**config.mk**
```make
export PLATFORM = sky130hd
export DESIGN_NAME = dma_loop_engine
export DESIGN_NICKNAME = d
export VERILOG_FILES = /design/src/rtl/dlp_pkg.sv /design/src/rtl/dlp_pair_calc.sv /design/src/rtl/dlp_stall_sel.sv /design/src/rtl/dlp_iter_step.sv /design/src/rtl/dma_loop_engine.sv
export SDC_FILE = /design/constraint.sdc
export NUM_CORES = 1
export LEC_CHECK = 0
export ABC_AREA = 1
export BUFFER_PORTS_ARGS = -buffer_cell sky130_fd_sc_hd__buf_4
export CAP_MARGIN = 20
export CORE_MARGIN = 5
export CORE_UTILIZATION = 55
export CTS_BUF_LIST = sky130_fd_sc_hd__clkbuf_16
export CTS_CLUSTER_SIZE = 25
export DETAILED_ROUTE_END_ITERATION = 16
export PLACE_DENSITY = 0.78
export SYNTH_ARGS = -nofsm -noshare
export SYNTH_HDL_FRONTEND = slang
export SYNTH_SLANG_ARGS = --single-unit
export TNS_END_PERCENT = 20
```
**constraint.sdc**
```tcl
create_clock -name clk -period 3.7 [get_ports clk]
set_input_delay 1.11 -clock clk [delete_from_list [all_inputs] [get_ports clk]]
set_output_delay 1.11 -clock clk [all_outputs]
set_load 0.1 [all_outputs]
```
**src/rtl/dlp_pkg.sv**
```systemverilog
package dlp_pkg;

    typedef enum logic [2:0] {
        ST_IDLE  = 3'd0,
        ST_RD    = 3'd1,
        ST_WR    = 3'd2,
        ST_STALL = 3'd3,
        ST_FIN   = 3'd4
    } dlp_state_e;

    // control word bit positions
    localparam int CB_START     = 0;
    localparam int CB_INT_MAJOR = 1;
    localparam int CB_INT_HALF  = 2;
    localparam int CB_CLR_REQ   = 3;
    localparam int CB_ACTIVE    = 6;
    localparam int CB_DONE      = 7;
    localparam int CB_BW_LO     = 14;

    // width code to log2 of bytes per access
    function automatic logic [2:0] size_log2(input logic [2:0] code);
        case (code)
            3'd1:    return 3'd1;
            3'd2:    return 3'd2;
            3'd3:    return 3'd3;
            3'd5:    return 3'd5;
            default: return 3'd0;
        endcase
    endfunction

endpackage

```
**src/rtl/dlp_pair_calc.sv**
```systemverilog
module dlp_pair_calc #(
    parameter int NBW = 16
) (
    input  logic [NBW-1:0] nbytes,
    input  logic [2:0]     ssize,
    output logic [NBW-1:0] pairs
);
    import dlp_pkg::*;

    logic [NBW-1:0] shifted;

    always_comb begin
        shifted = nbytes >> size_log2(ssize);
        pairs   = (shifted == '0) ? {{(NBW-1){1'b0}}, 1'b1} : shifted;
    end
endmodule

```
**src/rtl/dlp_stall_sel.sv**
```systemverilog
module dlp_stall_sel #(
    parameter int STALL_SHORT = 4,
    parameter int STALL_LONG  = 8,
    parameter int SCW         = 4
) (
    input  logic [1:0]     bw_code,
    output logic [SCW-1:0] stall_len
);
    always_comb begin
        case (bw_code)
            2'd2:    stall_len = SCW'(STALL_SHORT);
            2'd3:    stall_len = SCW'(STALL_LONG);
            default: stall_len = '0;
        endcase
    end
endmodule

```
**src/rtl/dlp_iter_step.sv**
```systemverilog
module dlp_iter_step #(
    parameter int CW = 15
) (
    input  logic [CW-1:0] citer,
    input  logic [CW-1:0] biter,
    input  logic          half_en,
    output logic [CW-1:0] next_iter,
    output logic          complete,
    output logic          half_hit
);
    logic [CW-1:0] dec;

    always_comb begin
        dec       = citer - {{(CW-1){1'b0}}, 1'b1};
        complete  = (citer <= {{(CW-1){1'b0}}, 1'b1});
        next_iter = complete ? biter : dec;
        half_hit  = half_en && !complete && (dec == (biter >> 1));
    end
endmodule

```
**src/rtl/dma_loop_engine.sv**
```systemverilog
module dma_loop_engine #(
    parameter int AW          = 32,
    parameter int NBW         = 16,
    parameter int CW          = 15,
    parameter int STALL_SHORT = 4,
    parameter int STALL_LONG  = 8
) (
    input  logic           clk,
    input  logic           rst_n,
    input  logic           cfg_wr,
    input  logic [AW-1:0]  cfg_saddr,
    input  logic [AW-1:0]  cfg_daddr,
    input  logic [15:0]    cfg_soff,
    input  logic [15:0]    cfg_doff,
    input  logic [2:0]     cfg_ssize,
    input  logic [2:0]     cfg_dsize,
    input  logic [NBW-1:0] cfg_nbytes,
    input  logic [AW-1:0]  cfg_slast,
    input  logic [AW-1:0]  cfg_dlast,
    input  logic [CW-1:0]  cfg_biter,
    input  logic [15:0]    cfg_ctrl,
    input  logic           req_en_set,
    input  logic           hw_req,
    input  logic           sw_start,
    output logic           mem_valid,
    output logic           mem_write,
    output logic [AW-1:0]  mem_addr,
    output logic [2:0]     mem_size,
    input  logic           mem_ready,
    output logic [AW-1:0]  cur_saddr,
    output logic [AW-1:0]  cur_daddr,
    output logic [CW-1:0]  cur_iter,
    output logic [15:0]    ctrl_word,
    output logic           req_en,
    output logic           irq_major,
    output logic           irq_half
);
    import dlp_pkg::*;

    localparam int EXT = AW - 16;
    localparam int SCW = $clog2(STALL_LONG + 1);

    typedef struct packed {
        dlp_state_e     st;
        logic [AW-1:0]  saddr;
        logic [AW-1:0]  daddr;
        logic [AW-1:0]  slast;
        logic [AW-1:0]  dlast;
        logic [15:0]    soff;
        logic [15:0]    doff;
        logic [2:0]     ssize;
        logic [2:0]     dsize;
        logic [NBW-1:0] nbytes;
        logic [NBW-1:0] pairs;
        logic [CW-1:0]  citer;
        logic [CW-1:0]  biter;
        logic [15:0]    ctrl;
        logic [SCW-1:0] stall;
        logic           req_en;
        logic           irq_major;
        logic           irq_half;
    } regs_t;

    regs_t r_d, r_q;

    logic [NBW-1:0] pair_cnt;
    logic [SCW-1:0] stall_len;
    logic [CW-1:0]  iter_next;
    logic           iter_done, iter_half;
    logic           begin_loop;

    dlp_pair_calc #(.NBW(NBW)) u_pairs (
        .nbytes (r_q.nbytes),
        .ssize  (r_q.ssize),
        .pairs  (pair_cnt)
    );

    dlp_stall_sel #(.STALL_SHORT(STALL_SHORT), .STALL_LONG(STALL_LONG), .SCW(SCW)) u_stall (
        .bw_code   (r_q.ctrl[CB_BW_LO+1:CB_BW_LO]),
        .stall_len (stall_len)
    );

    dlp_iter_step #(.CW(CW)) u_iter (
        .citer     (r_q.citer),
        .biter     (r_q.biter),
        .half_en   (r_q.ctrl[CB_INT_HALF]),
        .next_iter (iter_next),
        .complete  (iter_done),
        .half_hit  (iter_half)
    );

    assign begin_loop = r_q.ctrl[CB_START] || sw_start || (hw_req && r_q.req_en);

    always_comb begin
        r_d           = r_q;
        r_d.irq_major = 1'b0;
        r_d.irq_half  = 1'b0;
        if (req_en_set) r_d.req_en = 1'b1;
        if (sw_start)   r_d.ctrl[CB_START] = 1'b1;

        case (r_q.st)
            ST_IDLE: begin
                if (cfg_wr) begin
                    r_d.saddr  = cfg_saddr;
                    r_d.daddr  = cfg_daddr;
                    r_d.soff   = cfg_soff;
                    r_d.doff   = cfg_doff;
                    r_d.ssize  = cfg_ssize;
                    r_d.dsize  = cfg_dsize;
                    r_d.nbytes = cfg_nbytes;
                    r_d.slast  = cfg_slast;
                    r_d.dlast  = cfg_dlast;
                    r_d.biter  = cfg_biter;
                    r_d.citer  = cfg_biter;
                    r_d.ctrl   = cfg_ctrl;
                    r_d.ctrl[CB_ACTIVE] = 1'b0;
                    r_d.ctrl[CB_DONE]   = 1'b0;
                end else if (begin_loop) begin
                    r_d.st              = ST_RD;
                    r_d.pairs           = pair_cnt;
                    r_d.ctrl[CB_START]  = 1'b0;
                    r_d.ctrl[CB_ACTIVE] = 1'b1;
                    r_d.ctrl[CB_DONE]   = 1'b0;
                end
            end
            ST_RD: begin
                if (mem_ready) begin
                    r_d.saddr = r_q.saddr + {{EXT{r_q.soff[15]}}, r_q.soff};
                    r_d.st    = ST_WR;
                end
            end
            ST_WR: begin
                if (mem_ready) begin
                    r_d.daddr = r_q.daddr + {{EXT{r_q.doff[15]}}, r_q.doff};
                    r_d.pairs = r_q.pairs - 1'b1;
                    if (stall_len != '0) begin
                        r_d.st    = ST_STALL;
                        r_d.stall = stall_len;
                    end else begin
                        r_d.st = (r_q.pairs == {{(NBW-1){1'b0}}, 1'b1}) ? ST_FIN : ST_RD;
                    end
                end
            end
            ST_STALL: begin
                r_d.stall = r_q.stall - 1'b1;
                if (r_q.stall == {{(SCW-1){1'b0}}, 1'b1})
                    r_d.st = (r_q.pairs == '0) ? ST_FIN : ST_RD;
            end
            ST_FIN: begin
                r_d.st              = ST_IDLE;
                r_d.citer           = iter_next;
                r_d.ctrl[CB_ACTIVE] = 1'b0;
                r_d.irq_half        = iter_half;
                if (iter_done) begin
                    r_d.saddr         = r_q.saddr + r_q.slast;
                    r_d.daddr         = r_q.daddr + r_q.dlast;
                    r_d.ctrl[CB_DONE] = 1'b1;
                    r_d.irq_major     = r_q.ctrl[CB_INT_MAJOR];
                    if (r_q.ctrl[CB_CLR_REQ]) r_d.req_en = 1'b0;
                end
            end
            default: r_d.st = ST_IDLE;
        endcase
    end

    always_ff @(posedge clk) begin
        if (!rst_n) r_q <= '0;
        else        r_q <= r_d;
    end

    assign mem_valid = (r_q.st == ST_RD) || (r_q.st == ST_WR);
    assign mem_write = (r_q.st == ST_WR);
    assign mem_addr  = mem_write ? r_q.daddr : r_q.saddr;
    assign mem_size  = mem_write ? r_q.dsize : r_q.ssize;
    assign cur_saddr = r_q.saddr;
    assign cur_daddr = r_q.daddr;
    assign cur_iter  = r_q.citer;
    assign ctrl_word = r_q.ctrl;
    assign req_en    = r_q.req_en;
    assign irq_major = r_q.irq_major;
    assign irq_half  = r_q.irq_half;

endmodule

```
== Word-level counts from Yosys, hierarchy flattened ==
Index checks and enable logic that the tools add are counted.

* RAM bits: 0
* Bits in registers: 254
* Memories kept: 0
* Bits in read-only memories: 0
* Input port bits: 220
* Bits in latches: 0

* Bitwise operators: 0
* Magnitude comparators: 1
* Add/sub/neg operators: 7
* Div/mod/pow operators: 0
* Shifts and indexed selects: 1
* Multiplexer cells: 41
* Reductions and logical operators: 27
* Eq/ne operators: 22
* $mul: 0

{| class="wikitable"
|+ Operators with widths
! operator !! number
|-
| one-hot mux 32 bit (3 select lines) || 2
|-
| two-way mux 182 bit || 1
|-
| adder 32 bit || 4
|-
| two-way mux 16 bit || 4
|-
| two-way mux 32 bit || 2
|-
| two-way mux 64 bit || 1
|-
| two-way mux 38 bit || 1
|-
| two-way mux 35 bit || 1
|-
| logical NOT 16 bit || 2
|-
| one-hot mux 16 bit (2 select lines) || 1
|-
| one-hot mux 15 bit (2 select lines) || 1
|-
| two-way mux 3 bit || 9
|-
| one-hot mux 3 bit (4 select lines) || 2
|-
| equality test 16 x 1 -> 1 bit, second input constant || 1
|-
| one-hot mux 4 bit (2 select lines) || 2
|-
| >> shifter 16 x 3 -> 16 bit || 1
|-
| subtractor 16 x 1 -> 16 bit, second input constant || 1
|-
| equality test 15 x 14 -> 1 bit || 1
|-
| less-or-equal comparator 15 x 1 -> 1 bit, second input constant || 1
|-
| two-way mux 15 bit || 1
|-
| subtractor 15 x 1 -> 15 bit, second input constant || 1
|-
| equality test 3 x 2 -> 1 bit, second input constant || 4
|-
| inequality test 2 bit, second input constant || 6
|-
| AND reduction 4 bit || 3
|-
| 21 further kinds || 46
|}

== Depth between registers and ports, before layout ==
Gate-level depths: netlist (run 1).

* Depth in word-level cells: 8
* Depth in mapped cells: 26

== Modules after synthesis ==
A second synthesis (run 1) with hierarchy kept.

* Cell total of the unflattened synthesis: 3,092
* Area, all modules: 18,500.2 um2

{| class="wikitable"
|+ Modules (own cells, without submodules)
! module !! area each (um2) !! instances !! sequential area each (um2) !! cells each
|-
| dma_loop_engine || 16,673.5 || 1 || 5,084.9 || 2,711
|-
| dlp_iter_step || 1,012.2 || 1 || 0.0 || 212
|-
| dlp_pair_calc || 778.2 || 1 || 0.0 || 162
|-
| dlp_stall_sel || 36.3 || 1 || 0.0 || 7
|}

== Worst setup path after synthesis (run 1) ==
No wires, ideal clock.

* Kind: register to output
* Start: register r_q[253] (netlist name)
* End: output port mem_addr[1]
* Path slack: -473 ps
* Buffers on the path: 2
* Cell stages (with the launch flop): 6
* Data arrival time: 3,063 ps
* Cells stage by stage: dfxtp_1 nor2_1 nand2_1 buf_2 clkbuf_1 o21ai_0

* Longest elaborated chain between the ends: 2

{| class="wikitable"
|+ Ends and longest elaborated chain
! item !! RTL line !! text
|-
| start, declared || dma_loop_engine.sv:64 || <nowiki>regs_t r_d, r_q;</nowiki>
|-
| start signal, assigned || dma_loop_engine.sv:168 || <nowiki>else r_q <= r_d;</nowiki>
|-
| equality test 3 x 2 -> 1 bit || dma_loop_engine.sv:172 || <nowiki>assign mem_write = (r_q.st == ST_WR);</nowiki>
|-
| two-way mux 32 bit || dma_loop_engine.sv:173 || <nowiki>assign mem_addr = mem_write ? r_q.daddr : r_q.saddr;</nowiki>
|-
| end, declared || dma_loop_engine.sv:27 || <nowiki>output logic [AW-1:0] mem_addr,</nowiki>
|}

No other way between the ends.

== Worst setup path in the final report (run 1) ==
* Start: register r_q[252] (netlist name)
* End: register r_q (netlist bit cur_daddr[18])

* Longest elaborated chain between the ends: 3
* Elaborated cells between the ends (all ways): 9
* Those cells by class: eq/ne (5); mux (1); reduce/logical (3)

{| class="wikitable"
|+ Ends and longest elaborated chain
! item !! RTL line !! text
|-
| equality test 3 bit (tied with other cells) || dma_loop_engine.sv:101 || <nowiki>case (r_q.st)</nowiki>
|-
| inequality test 2 bit (no line) (tied with other cells) || -- ||
|-
| AND reduction 4 bit (no line) || -- ||
|}

Parallel ways exist; a longest one is shown, timed or not.
A chain may end at the register's enable or synchronous reset.

==> results of run 1 <==
-- cell type report --
| cell class | instances | area [um2] | share of cell area, % |
|---|---|---|---|
| clock inverter | 24 | 280 | 1.39 |
| antenna | 1 | 2.50 | 0.0124 |
| multi-input combinational | 1940 | 9750 | 48.4 |
| tap | 396 | 495 | 2.46 |
| clock buffer | 29 | 726 | 3.60 |
| sequential | 254 | 5080 | 25.3 |
| inverter | 232 | 878 | 4.36 |
| timing repair buffer | 378 | 2920 | 14.5 |
-- worst reg2reg max path: stages, from the launching register on --
cell	delay, ns
dfxtp_1	0.35
nor2_2	0.17
inv_2	0.09
nor2_4	0.12
inv_4	0.15
buf_12	0.21
o21ai_0	0.52
inv_1	0.11
ha_1	0.36
a21oi_1	0.26
o21ai_0	0.17
a21oi_1	0.22
nand3_1	0.17
or2_2	0.30
nand3_1	0.09
a21oi_1	0.07
-- metal layers --
layer  global-route usage, %  part of all wire [%]
met2                    57.1                    46
met4                    12.9                   4.2
met3                    5.51                   8.8
met1                    43.8                    41
met5                       0                 0.016
-- worst paths after layout --
check	startpoint	cells after the start	slack (ns)	to
hold reg to reg	r_q[127]$_SDFFE_PN0P_	2	0.45	r_q[127]$_SDFFE_PN0P_
setup / recovery	r_q[252]$_SDFFE_PN0P_	15	0.24	cur_daddr[18]$_SDFFE_PN0P_
setup reg to reg	r_q[252]$_SDFFE_PN0P_	15	0.24	cur_daddr[18]$_SDFFE_PN0P_
hold / removal	r_q[127]$_SDFFE_PN0P_	2	0.45	r_q[127]$_SDFFE_PN0P_
-- cells in the final DEF, fill, tap and decap left out, drive strengths merged, types with 21 or more instances in the layout --
cell,Yosys,final
nand2,518,518
o21ai,382,382
buf,147,378
nor2,307,307
a21oi,305,305
dfxtp,254,254
inv,232,239
nand3,160,160
ha,74,74
xor2,30,30
a31oi,29,29
clkbuf,75,29
nor3,27,27
nand4,21,21
-- kinds of logic after synthesis --
kind of cell	Yosys count	share of synthesized area, %
flops	254	29.9
simple gates	1065	26.2
compound gates	760	23.4
buf+inv	454	12.7
xor+xnor	39	2.01
fa+ha+maj	76	5.68
-- flip-flops by register name (all words and copies together) (netlist names) --
| signal | cells |
|---|---|
| cur_saddr | 32 |
| req_en | 1 |
| ctrl_word | 16 |
| r_q | 156 |
| irq_major | 1 |
| irq_half | 1 |
| cur_daddr | 32 |
| cur_iter | 15 |
-- per-stage QoR --
step	utilization, %	hold slack [ns]	worst slack [ns]
after floorplan	-	0.425	-0.473
after global placement	62.7	0.434	0.415
after detailed placement	62.7	0.442	0.365
after CTS	66.0	0.450	0.329
after global routing	66.0	0.472	0.00616
final	66.0	0.449	0.242
-- power breakdown --
| part | internal, W | total, W | switching (W) |
|---|---|---|---|
| clock | 0.00185 | 0.00310 | 0.00125 |
| combinational | 0.00320 | 0.0127 | 0.00950 |
| sequential | 0.00362 | 0.00452 | 0.000899 |
==> summary.md, run 1 <==
| Metric | Value |
|---|---|
| Ys flop type | dfxtp_1 |
| Die ar. | 34500 um2 |
| Status | completed |
| Postcts setup bufs | 0 |
| Placer Congestion | 1.02 |
| Syn nets | 2944 |
| Cells after DPL | 3200 |
| Top-count cell post-synth | nand2_1 |
| Top post-synthesis cells by count | 516 x nand2_1, 374 x o21ai_0, 304 x a21oi_1 |
| Post-place instance area | 19100 um2 |
| PostCTS Resize Cnt | 0 |
| PD cells | 1010 nW/um2 |
| Post-Layout Cell Count | 3254 |
| Cell variety after synth | 42 |
| Arr. time, crit path | 3.91 ns |
| Async set or reset register ratio after synthesis | 0% |
| Layout cells sized above 1 | 16.5% |
| Starting density of the core | 55.7% |
| Worst rel slew slack | 41.8% |
| Worst Skew | 0.0136 ns |
| Filler instances | 2874 |
| Skew-Pair Late Insertion Delay | 0.56 ns |
| Core area | 30500 um2 |
| Routed len/inst | 18.9 um |
| Synth area leaders | dfxtp_1 30%, nand2_1 11%, o21ai_0 11% |
| Final HPWL DP | 46.7 mm |
| Initial antenna violation count | 2 |
| CP most frequent cell | a21oi_1 |
| Maximum fanout count along the critical path | 33 |
| First-pass GRT wire length | 94.2 mm |
| Post-Syn Instances | 2648 |
| CP Buf/Inv Count | 4 |
| Detailed Routing Iterations Pass 1 | 6 |
| Post-synthesis area per instance | 6.42 um2 |
| Synth area leader | dfxtp_1 |
| Hold-fix buffers at CTS | 0 |
| Largest net degree at the start of global routing | 205 |
| Synth warn | 0 |
| Clock Path Buffers | 3 |
| HP Class | reg2reg |
| Worst IR Drop VDD | 878 uV |
| H-tree levels | 1 |
| Final period utilization | 93.5% |
| # nets final | 3131 |
| Number of synthesized flops with an enable pin | 0 |
| Final-report setup violation count | 0 |
| Fin area | 20100 um2 |
| Sum Neg Setup Slack | 0 ns |
| Post-Syn Area | 17000 um2 |
| DR iter-0 viols | 1902 |
| Via Count | 18700 |
| I/O pin count | 355 |
| Die Y | 186 um |
| Synth-to-layout area growth | 18.5% |
| Power Total | 0.0203 W |
| Root buf cell | clkbuf_16 |
| CTS tree | done |
| Crit Path Category | reg2reg |
| Seq cells post-synth | 254 |
| Post-route DRC | 0 |
| Sequential area share after synthesis | 29.9% |
| IO Port Bufs | 352 |
| Final ANT Viol Nets | 0 |
| CP endpoint kind | flop |
| Vias in the first global route | 17600 |
| RSZ-0062 raised after global routing | false |
| Least-Margin Pin Slew | 0.872 ns |
| Post-synth top area share | 29.9% |
| Vias/cell | 5.75 |
| All-Layer GR Usage | 33.9% |
| Final WL | 61.5 mm |
| Clock slew at the register clock pins of the worst setup and hold paths | 0.06 ns |
| CTS Buf Count | 29 |
| Crit path max-delay family | compound AO/OA/AOI/OAI gates |
| Site row count | 64 |
| Slowest CP cell | o21ai_0 |
| GRT overflow | 0 |
| Worst-path cell chain | nor2_2 -> inv_2 -> nor2_4 -> inv_4 -> buf_12 -> o21ai_0 -> inv_1 -> ha_1 -> a21oi_1 -> o21ai_0 -> a21oi_1 -> nand3_1 -> or2_2 -> nand3_1 -> a21oi_1 |
| F_max | 289 MHz |
| Die width | 186 um |
| Hold Vio Cnt, Final | 0 |
| Crit path time final | 3.46 ns |
| Max incr delay on CP | 0.50 ns |
| CP Data Required Time | 4.15 ns |
| Critical path launch point type | flop |
| Max-Cap Viols | 0 |
| Clk sink count | 254 |
| Pleak | 9.62 nW |
| Fin. max-slew vios | 0 |
Power figures use the tool's default switching activity.
==> run 2: changes to the inputs <==
--- a/config.mk
+++ b/config.mk
@@ -13,7 +13,7 @@
 export CTS_BUF_LIST = sky130_fd_sc_hd__clkbuf_16
 export CTS_CLUSTER_SIZE = 25
 export DETAILED_ROUTE_END_ITERATION = 16
-export PLACE_DENSITY = 0.78
+export PLACE_DENSITY = 0.77
 export SYNTH_ARGS = -nofsm -noshare
 export SYNTH_HDL_FRONTEND = slang
 export SYNTH_SLANG_ARGS = --single-unit
==> constraint.sdc (replaced) <==
create_clock -name clk -period 4.4 [get_ports clk]
set_input_delay 1.32 -clock clk [delete_from_list [all_inputs] [get_ports clk]]
set_output_delay 1.32 -clock clk [all_outputs]
set_load 0.1 [all_outputs]
==> summary.md, run 2 (synthesis gave the netlist of run 1 again) <==
| Metric | Value |
|---|---|
| CP Data Required Time | 3.08 ns (-1.07 ns) |
| Final HPWL DP | 45.7 mm (-2.2%) |
| Detailed Routing Iterations Pass 1 | 6 (unchanged) |
| Arr. time, crit path | 2.63 ns (-1.28 ns) |
| Clock Path Buffers | 3 (unchanged) |
| Hold Vio Cnt, Final | 0 (unchanged) |
| First-pass GRT wire length | 93.1 mm (-1.2%) |
| CP endpoint kind | output port |
| CP most frequent cell | nand2_1 |
| Area of the multi-input gates | 9750 um2 (unchanged) |
| Routed len/inst | 18.7 um (-1.1%) |
| Combinational power share | 62.6% (about the same) |
| Skew-Pair Late Insertion Delay | 0.56 ns (about the same) |
| Vias in the first global route | 17200 (-2.0%) |
| Max-Cap Viols | 0 (unchanged) |
| Worst IR Drop VDD | 571 uV (-35%) |
| Synth-to-layout area growth | 17.7% |
| Max incr delay on CP | 0.74 ns (+0.24 ns) |
| Starting density of the core | 55.7% (unchanged) |
| Final-report setup violation count | 0 (unchanged) |
| Pleak | 9.53 nW (-0.99%) |
| Fin. max-slew vios | 0 (unchanged) |
| Most frequent cells in the layout | 515 x nand2_1, 374 x o21ai_0, 366 x buf_4, 304 x a21oi_1, 294 x nor2_1 |
| Worst Skew | 0.00937 ns (-0.00426 ns) |
| H-tree levels | 1 (unchanged) |
| CTS tree | done |
| IO Port Bufs | 352 (unchanged) |
| PostCTS Resize Cnt | 0 (unchanged) |
| Post-Layout Cell Count | 3246 (-0.25%) |
| Die Y | 186 um (unchanged) |
| Clock slew at the register clock pins of the worst setup and hold paths | 0.06 ns (about the same) |
| Root buf cell | clkbuf_16 |
| DR iter-0 viols | 1969 (+3.5%) |
| Post-route DRC | 0 (unchanged) |
| Slowest CP cell | inv_2 |
| GRT overflow | 0 (unchanged) |
| Worst rel slew slack | 32.7% (-9.2 points) |
| Site row count | 64 (unchanged) |
| Reg with most FFs | r_q |
| Die ar. | 34500 um2 (unchanged) |
| Largest net degree at the start of global routing | 233 (+14%) |
| Share of power burned in registers | 22.5% (+0.2 points) |
| I/O pin count | 355 (unchanged) |
| Internal power | 0.00717 W (-17%) |
| Commonest non-fill, non-tap cell in the layout | nand2_1 |
| Core area | 30500 um2 (unchanged) |
| Die width | 186 um (unchanged) |
| Least-Margin Pin Slew | 1.01 ns (+0.136 ns) |
| Final ANT Viol Nets | 0 (unchanged) |
| Clock power frac | 14.9% (-0.3 points) |
| Cells after DPL | 3191 (-0.28%) |
| All-Layer GR Usage | 33.4% (-0.52 points) |
| Hold-fix buffers at CTS | 0 (unchanged) |
| Switching power | 0.00973 W (-16%) |
| Critical path launch point type | flop |
| Clk sink count | 254 (unchanged) |
| Layout cells sized above 1 | 16.3% (-0.23 points) |
| Crit path max-delay family | buffers and inverters |
| Placer Congestion | 1.02 (-0.68%) |
| Maximum fanout count along the critical path | 46 (+39%) |
| Initial antenna violation count | 3 (+1) |
| Max FFs per register | 156 (unchanged) |
| Status | completed |
| Storage element area | 5080 um2 (unchanged) |
| Final WL | 60.7 mm (-1.3%) |
| Worst-path cell chain | nor2_1 -> nand2_2 -> inv_2 -> nand2_1 -> nand2_1 -> buf_4 |
| Reg2Reg Setup Slack | 0.68 ns (+0.44 ns) |
| Filler instances | 2801 (-2.5%) |
| Crit path time final | 3.95 ns |
| RSZ-0062 raised after global routing | false |
| Vias/cell | 5.73 (-0.32%) |
| HP Class | reg2reg |
| Sum Neg Setup Slack | 0 ns (unchanged) |
| # nets final | 3122 (-0.29%) |
| Postcts setup bufs | 0 (unchanged) |
| Crit Path Category | reg2out |
| Via Count | 18600 (-0.57%) |
| F_max | 253 MHz |
| CP Buf/Inv Count | 2 (-2) |
| Final period utilization | 89.8% |
| PD cells | 845 nW/um2 (-16%) |
| Sw Ratio | 57.6% (+0.26 points) |
| CTS Buf Count | 29 (unchanged) |
run 2: worst paths after layout:
check                                     to  cells after the start             startpoint
setup / recovery                 mem_addr[8]                      6  r_q[253]$_SDFFE_PN0P_
hold / removal         r_q[133]$_SDFFE_PN0P_                      2  r_q[133]$_SDFFE_PN0P_
setup reg to reg  cur_saddr[30]$_SDFFE_PN0P_                     19  r_q[252]$_SDFFE_PN0P_
hold reg to reg        r_q[133]$_SDFFE_PN0P_                      2  r_q[133]$_SDFFE_PN0P_
run 2: worst reg2reg max path: stages, from the launching register on:
cell and delay, ns:
dfxtp_1 0.35, nor2_2 0.16, inv_2 0.08, nor2_4 0.11
inv_4 0.17, o21ai_0 0.38, ha_1 0.26, inv_1 0.06
fa_1 0.38, inv_1 0.09, nand2_1 0.07, o21ai_0 0.52
nand2_1 0.14, nand2_1 0.14, nand3_1 0.08, nand2_1 0.20
nand3b_1 0.13, nand3_1 0.09, nand3_1 0.08, a21oi_1 0.14
run 2: cell type report:
type                       count  share of cell area [%]
timing repair buffer         369                    14.0
inverter                     232                    4.39
clock buffer                  29                    3.63
multi-input combinational   1940                    48.8
clock inverter                24                    1.27
tap                          396                    2.48
antenna                        2                  0.0250
sequential                   254                    25.4
run 2: stage by stage:
stage               total power (W)  hold slack [ns]  utilization (%)  setup WS (ns)  area [um2]
floorplan                    0.0121            0.425                -         0.0172       17000
global placement             0.0141            0.434             62.3          0.853       19000
detailed placement           0.0143            0.440             62.3          0.782       19000
CTS                          0.0168            0.449             65.5          0.484       20000
global route                 0.0179            0.459             65.5          0.330       20000
finish                       0.0169            0.446             65.5          0.450       20000
run 2: layer usage:
metal	global-route usage, %	vias up	part of all wire [%]
met3	5.12	137	8.3
met4	12.1	2	4.0
met5	0	-	0.021
met2	55.3	857	46
li1	-	9082	-
met1	44.3	8515	42
run 2: power by group through the flow:
stage               Combinational [W]  Sequential [W]  Clock, W
floorplan                     0.00864         0.00349         0
global route                   0.0114         0.00387   0.00264
CTS                            0.0105         0.00377   0.00255
global placement               0.0103         0.00379         0
finish                         0.0106         0.00380   0.00252
detailed placement             0.0105         0.00381         0
